<file path="src/rtl/fwp_pkg.sv">
package fwp_pkg;

    localparam int SR_READY_BIT = 7;

    typedef enum logic [2:0] {
        RES_PASS      = 3'd0,
        RES_LOCKED    = 3'd1,
        RES_VPP_LOW   = 3'd2,
        RES_PROG_FAIL = 3'd3,
        RES_TIMEOUT   = 3'd4
    } fwp_result_e;

    typedef enum logic [2:0] {
        SQ_IDLE, SQ_SETUP, SQ_DATA, SQ_POLL, SQ_CLEAR, SQ_RESET, SQ_DONE
    } fwp_state_e;

    typedef enum logic [1:0] {
        BC_IDLE, BC_ACT, BC_REC
    } fwp_phase_e;

endpackage

</file>
<file path="src/rtl/fwp_bus_cycle.sv">
module fwp_bus_cycle
    import fwp_pkg::*;
#(
    parameter int AW         = 21,
    parameter int DW         = 16,
    parameter int STROBE_CYC = 2
) (
    input  logic          clk,
    input  logic          rst_n,
    input  logic          start,
    input  logic          rd,
    input  logic [AW-1:0] addr_in,
    input  logic [DW-1:0] wdata_in,
    input  logic [7:0]    bus_sr_in,
    output logic          ack,
    output logic [7:0]    rdata,
    output logic          ce_n,
    output logic          oe_n,
    output logic          we_n,
    output logic [AW-1:0] bus_addr,
    output logic [DW-1:0] dq_out,
    output logic          dq_oe
);
    localparam int CW = $clog2(STROBE_CYC) + 1;
    localparam logic [CW-1:0] CNT_LAST = CW'(STROBE_CYC - 1);

    typedef struct packed {
        fwp_phase_e    phase;
        logic          rd;
        logic [CW-1:0] cnt;
        logic [AW-1:0] addr;
        logic [DW-1:0] wdata;
        logic [7:0]    rdata;
    } bc_t;

    bc_t q, d;

    always_comb begin
        d = q;
        case (q.phase)
            BC_IDLE: begin
                if (start) begin
                    d.phase = BC_ACT;
                    d.rd    = rd;
                    d.cnt   = '0;
                    d.addr  = addr_in;
                    d.wdata = wdata_in;
                end
            end
            BC_ACT: begin
                if (q.cnt == CNT_LAST) begin
                    d.phase = BC_REC;
                    if (q.rd) d.rdata = bus_sr_in;
                end else begin
                    d.cnt = q.cnt + 1'b1;
                end
            end
            default: d.phase = BC_IDLE;
        endcase
    end

    always_ff @(posedge clk or negedge rst_n) begin
        if (!rst_n) begin
            q <= '{phase: BC_IDLE, rd: 1'b0, cnt: '0, addr: '0, wdata: '0, rdata: '0};
        end else begin
            q <= d;
        end
    end

    assign ack      = (q.phase == BC_REC);
    assign rdata    = q.rdata;
    assign ce_n     = (q.phase != BC_ACT);
    assign oe_n     = !((q.phase == BC_ACT) && q.rd);
    assign we_n     = !((q.phase == BC_ACT) && !q.rd);
    assign dq_oe    = (q.phase == BC_ACT) && !q.rd;
    assign bus_addr = q.addr;
    assign dq_out   = q.wdata;

endmodule

</file>
<file path="src/rtl/fwp_poll_timer.sv">
module fwp_poll_timer #(
    parameter int POLL_MAX = 1024
) (
    input  logic clk,
    input  logic rst_n,
    input  logic clr,
    input  logic inc,
    output logic hit
);
    localparam int CW = $clog2(POLL_MAX) + 1;
    localparam logic [CW-1:0] LIMIT = CW'(POLL_MAX - 1);

    logic [CW-1:0] cnt_q, cnt_d;

    always_comb begin
        cnt_d = cnt_q;
        if (clr)      cnt_d = '0;
        else if (inc) cnt_d = cnt_q + 1'b1;
    end

    always_ff @(posedge clk or negedge rst_n) begin
        if (!rst_n) cnt_q <= '0;
        else        cnt_q <= cnt_d;
    end

    assign hit = (cnt_q == LIMIT);

endmodule

</file>
<file path="src/rtl/fwp_status_decode.sv">
module fwp_status_decode
    import fwp_pkg::*;
(
    input  logic [7:0]  status,
    output fwp_result_e code
);
    always_comb begin
        casez (status)
            8'b????_??1?: code = RES_LOCKED;
            8'b????_1???: code = RES_VPP_LOW;
            8'b???1_????: code = RES_PROG_FAIL;
            default:      code = RES_PASS;
        endcase
    end
endmodule

</file>
<file path="src/rtl/fwp_seq.sv">
module fwp_seq
    import fwp_pkg::*;
#(
    parameter int          AW         = 21,
    parameter int          DW         = 16,
    parameter int          STROBE_CYC = 2,
    parameter int          POLL_MAX   = 1024,
    parameter logic [7:0]  SETUP_CMD  = 8'h40,
    parameter logic [7:0]  CLEAR_CMD  = 8'h50
) (
    input  logic          clk,
    input  logic          rst_n,
    input  logic          req_valid,
    output logic          req_ready,
    input  logic [AW-1:0] req_addr,
    input  logic [DW-1:0] req_data,
    input  logic          req_last,
    input  logic          check_each,
    output logic          done,
    output logic [2:0]    result,
    output logic          bus_ce_n,
    output logic          bus_oe_n,
    output logic          bus_we_n,
    output logic [AW-1:0] bus_addr,
    output logic [DW-1:0] bus_dq_out,
    output logic          bus_dq_oe,
    input  logic [7:0]    bus_sr_in
);
    localparam logic [7:0]    ARRAY_CMD = 8'hFF;
    localparam logic [DW-9:0] PAD       = '0;

    typedef struct packed {
        fwp_state_e    state;
        logic [AW-1:0] addr;
        logic [DW-1:0] data;
        logic          last;
        logic          chk;
        logic          issued;
        fwp_result_e   code;
    } seq_t;

    seq_t q, d;

    logic          op_start, op_rd, op_ack, poll_clr, poll_inc, poll_hit;
    logic [DW-1:0] op_wdata;
    logic [7:0]    op_rdata;
    fwp_result_e   dec_code;

    fwp_bus_cycle #(.AW(AW), .DW(DW), .STROBE_CYC(STROBE_CYC)) u_cyc (
        .clk(clk), .rst_n(rst_n), .start(op_start), .rd(op_rd),
        .addr_in(q.addr), .wdata_in(op_wdata), .bus_sr_in(bus_sr_in),
        .ack(op_ack), .rdata(op_rdata), .ce_n(bus_ce_n), .oe_n(bus_oe_n),
        .we_n(bus_we_n), .bus_addr(bus_addr), .dq_out(bus_dq_out), .dq_oe(bus_dq_oe)
    );

    fwp_poll_timer #(.POLL_MAX(POLL_MAX)) u_poll (
        .clk(clk), .rst_n(rst_n), .clr(poll_clr), .inc(poll_inc), .hit(poll_hit)
    );

    fwp_status_decode u_dec (.status(op_rdata), .code(dec_code));

    always_comb begin
        case (q.state)
            SQ_SETUP: op_wdata = {PAD, SETUP_CMD};
            SQ_DATA:  op_wdata = q.data;
            SQ_CLEAR: op_wdata = {PAD, CLEAR_CMD};
            default:  op_wdata = {PAD, ARRAY_CMD};
        endcase
        op_rd    = (q.state == SQ_POLL);
        op_start = !q.issued && (q.state != SQ_IDLE) && (q.state != SQ_DONE);
    end

    always_comb begin
        d        = q;
        poll_clr = 1'b0;
        poll_inc = 1'b0;
        if (op_start) d.issued = 1'b1;
        if (op_ack)   d.issued = 1'b0;
        case (q.state)
            SQ_IDLE: begin
                if (req_valid) begin
                    d.state = SQ_SETUP;
                    d.addr  = req_addr;
                    d.data  = req_data;
                    d.last  = req_last;
                    d.chk   = check_each;
                    d.code  = RES_PASS;
                end
            end
            SQ_SETUP: if (op_ack) d.state = SQ_DATA;
            SQ_DATA: begin
                if (op_ack) begin
                    d.state  = SQ_POLL;
                    poll_clr = 1'b1;
                end
            end
            SQ_POLL: begin
                if (op_ack) begin
                    if (op_rdata[SR_READY_BIT]) begin
                        if ((q.chk || q.last) && (dec_code != RES_PASS)) begin
                            d.code  = dec_code;
                            d.state = SQ_CLEAR;
                        end else if (q.last) begin
                            d.state = SQ_RESET;
                        end else begin
                            d.state = SQ_DONE;
                        end
                    end else if (poll_hit) begin
                        d.code  = RES_TIMEOUT;
                        d.state = SQ_CLEAR;
                    end else begin
                        poll_inc = 1'b1;
                    end
                end
            end
            SQ_CLEAR: if (op_ack) d.state = SQ_RESET;
            SQ_RESET: if (op_ack) d.state = SQ_DONE;
            default:  d.state = SQ_IDLE;
        endcase
    end

    always_ff @(posedge clk or negedge rst_n) begin
        if (!rst_n) begin
            q <= '{state: SQ_IDLE, addr: '0, data: '0, last: 1'b0, chk: 1'b0,
                   issued: 1'b0, code: RES_PASS};
        end else begin
            q <= d;
        end
    end

    assign req_ready = (q.state == SQ_IDLE);
    assign done      = (q.state == SQ_DONE);
    assign result    = q.code;

endmodule

</file>
<file path="config.mk">
export PLATFORM = sky130hd
export DESIGN_NAME = fwp_seq
export DESIGN_NICKNAME = d
export VERILOG_FILES = /design/src/rtl/fwp_pkg.sv /design/src/rtl/fwp_bus_cycle.sv /design/src/rtl/fwp_poll_timer.sv /design/src/rtl/fwp_status_decode.sv /design/src/rtl/fwp_seq.sv
export SDC_FILE = /design/constraint.sdc
export NUM_CORES = 1
export LEC_CHECK = 0
export ABC_AREA = 1
export ABC_CLOCK_PERIOD_IN_PS = 5020
export BUFFER_PORTS_ARGS = -buffer_cell sky130_fd_sc_hd__buf_4
export CAP_MARGIN = 20
export CORE_MARGIN = 4
export CORE_UTILIZATION = 49
export CTS_BUF_LIST = sky130_fd_sc_hd__clkbuf_4
export DETAILED_ROUTE_END_ITERATION = 6
export GPL_ROUTABILITY_DRIVEN = 1
export GPL_TIMING_DRIVEN = 1
export PLACE_DENSITY = 0.72
export SETUP_SLACK_MARGIN = 0.02
export SLEW_MARGIN = 10
export SYNTH_ARGS = -nofsm -noshare
export SYNTH_HDL_FRONTEND = slang
export SYNTH_SLANG_ARGS = --single-unit
export TNS_END_PERCENT = 5
</file>
<file path="constraint.sdc">
create_clock -name clk -period 5.02 [get_ports clk]
set_clock_uncertainty 0.15 [all_clocks]
set_input_delay 1.004 -clock clk [delete_from_list [all_inputs] [get_ports clk]]
set_output_delay 1.004 -clock clk [all_outputs]
set_load 0.05 [all_outputs]
</file>
==> impl_metrics.json <==
{
  "status": "complete, no violations",
  "antenna_found_initial": 0,
  "grt_max_degree": 79,
  "path_cells": "nor2_2 -> nand2_2 -> inv_1 -> buf_4",
  "drt-pass1-iter-count": 5,
  "netlist_area_sq_um": 4710,
  "post_cts_resize_count": 0,
  "cts_tree": "built",
  "r2r.worst_path.cells": 6,
  "postSynthAreaPerCell_sq_um": 8.76,
  "post_cts_buffers": 0,
  "slowest_delay_ns": 0.48,
  "dpl.hpwl_microns": 6410,
  "post-route-min-period_ns": 2.69,
  "ys_types": 24,
  "multi_input_area_sq_um": 1500,
  "initial_core_util_pct": 50.8,
  "cts-buffers-inserted": 9,
  "drv_slew": 0,
  "tightest_slew_ns": 1.07,
  "final.setup.tns_ns": 0,
  "crit_fanout": 6,
  "cts_sinks": 103,
  "vias": 3509,
  "wirelength_microns": 9050,
  "r2r_end": "q[29]",
  "post_drt_wl_per_cell_microns": 12.6,
  "timing.fmax_ghz": 0.372,
  "holdCritStartpoint": "u_cyc.dq_out[4]",
  "area.growth.synth_to_final_pct": 12.2,
  "slowest_stage": "dfrtp_1",
  "clk_pin_slew_ns": 0.15,
  "rows": 35,
  "finalHoldViolCount": 0,
  "clk-insertion-delay-late_ns": 0.44,
  "grt_util_all_layers_pct": 16.8,
  "worstSetupStartpointType": "register",
  "drc": 0,
  "hp-class": "reg -> reg",
  "drive_above_1_share_pct": 22.5,
  "maxCapViolCount": 0,
  "core_area_sq_um": 9280,
  "cp_num_buf_inv": 2,
  "finalNonFillerCells": 719,
  "power_mw": 3.51,
  "rsz0062_at_grt": "false",
  "cp-endpoint": "req_ready",
  "worstReg2RegStart": "q[44]",
  "critical_path.top_delay_family": "flip-flops",
  "vias_per_cell": 4.88,
  "ctsHtreeMaxLevel": 3,
  "syn_nets": 590,
  "crit_type": "reg -> out",
  "io_buffers": 91,
  "maxSlewHeadroom_pct": 28.5,
  "die_w_microns": 106,
  "nFillCells": 869,
  "min_period_over_period_pct": 53.6,
  "cp-end-kind": "output pin",
  "holdBufCountCts": 0,
  "powerDensity_nw_per_um2": 664,
  "seq_area_frac_synth_pct": 54.7,
  "dieArea_sq_um": 11300,
  "synth-seq-cells": 103,
  "diodes": 0,
  "grt-ovfl-total": 0,
  "clock_path_buffers": 2,
  "crit_arrival_ns": 1.54,
  "setup_violations": 0,
  "place_congestion": 0.878,
  "drt-initial-drc-count": 179,
  "crit_start": "q[44]",
  "die_h_microns": 106,
  "postRouteAntennaNets": 0,
  "synthCells": 538,
  "ioPinCount": 96,
  "grt_pass1_vias": 3447,
  "final_nets": 638,
  "dp_cells": 704,
  "cp.required_ns": 3.87,
  "reg2reg_setup_slack_ns": 2.59,
  "post-route-util_pct": 57.0,
  "yosysWarnings": 0,
  "grt_first_pass_wirelength_microns": 15400,
  "total_leakage_power_nw": 2.70,
  "cts_root_buffer": "clkbuf_4",
  "preCtsSetupSlack_ns": 2.23,
  "worst_ir_drop_vdd_mv": 0.437,
  "cp.depth": 4,
  "fin_ws_ns": 2.33,
  "register_area_sq_um": 2580
}
## tightest hold or removal path, stage by stage (launching register included)
cell and delay [ns]:
dfrtp_1 0.37, nand2_1 0.05, o21ai_0 0.06
## worst min path at each step
stage                           end  cells past startpoint
floorplan                 result[0]                      2
global placement          result[0]                      2
detailed placement        result[1]                      2
CTS                       result[0]                      2
global route            u_cyc.q[45]                      1
finish              u_cyc.dq_out[4]                      2
## layout make-up
type / count / share of cell area (%)
Tap cell: 129 / 3.05
Inverter: 64 / 4.54
Multi-Input combinational cell: 315 / 28.4
Timing Repair Buffer: 93 / 13.2
Clock buffer: 9 / 1.28
Sequential cell: 103 / 48.7
Clock inverter: 6 / 0.828
## flip-flops by register name, indices dropped and copies added (netlist names)
signal and cells:
u_cyc.rdata 4, u_cyc.dq_out 16, q 43, result 3, u_cyc.q 5, u_cyc.bus_addr 21
u_poll.cnt_q 11
## metrics by stage
stage | hold WS [ns] | cell area [sq um]
4_1_cts | 0.357 | 5290
2_1_floorplan | 0.293 | 4710
5_1_grt | 0.386 | 5290
3_5_place_dp | 0.316 | 5180
3_3_place_gp | 0.318 | 5180
6_report | 0.354 | 5290
## report_power, final
part / switching, mW / internal (mW) / total (mW)
combinational: 1.24 / 0.533 / 1.77
sequential: 0.182 / 1.18 / 1.36
clock: 0.270 / 0.103 / 0.374
## Yosys cell counts, drive strengths merged
cell      n  area share [%]
a21oi     8            0.85
buf      50             8.2
clkbuf    6            0.48
clkinv    1           0.080
dfrtp   103              55
ha        2            0.53
inv      63             5.0
mux2     11             2.6
nand2   149              12
nand3    21             2.4
nand4     2            0.40
nor2     34             3.1
nor3      4            0.42
nor3b     1            0.16
o21ai    80             8.5
xor2      3            0.56
## layer usage
layer	part of all wire [%]	global-route usage [%]
met2	47	27.7
met3	4.9	3.83
met5	0	0
met1	47	22.1
met4	0.81	5.46
## cells by family after synthesis
kind of cell	count (synthesis)	synth area share, %
AOI/OAI and AO/OA	88	9.34
DFF	103	54.7
adders and majority gates	2	0.531
and+or+nand+nor	211	18.5
muxes	11	2.63
buffers and inverters	120	13.8
xor gates and xnor gates	3	0.558
## placed cells by master, fill, tap and decap left out
cell / count
nand2_1: 147
buf_4: 93
nand3_2: 2
inv_2: 2
nand3_1: 19
inv_6: 3
nand4_4: 1
nand4_1: 1
nand2_2: 2
o21ai_1: 4
mux2_2: 11
dfrtp_1: 103
nor3b_1: 1
inv_1: 61
clkinv_1: 1
xor2_1: 3
a21oi_1: 8
nor2_1: 27
nor2_2: 6
ha_1: 2
clkinvlp_4: 1
o21ai_0: 76
nor2_4: 1
nor3_1: 4
clkinv_2: 2
clkbuf_4: 9
Power figures use the tool's default switching activity.
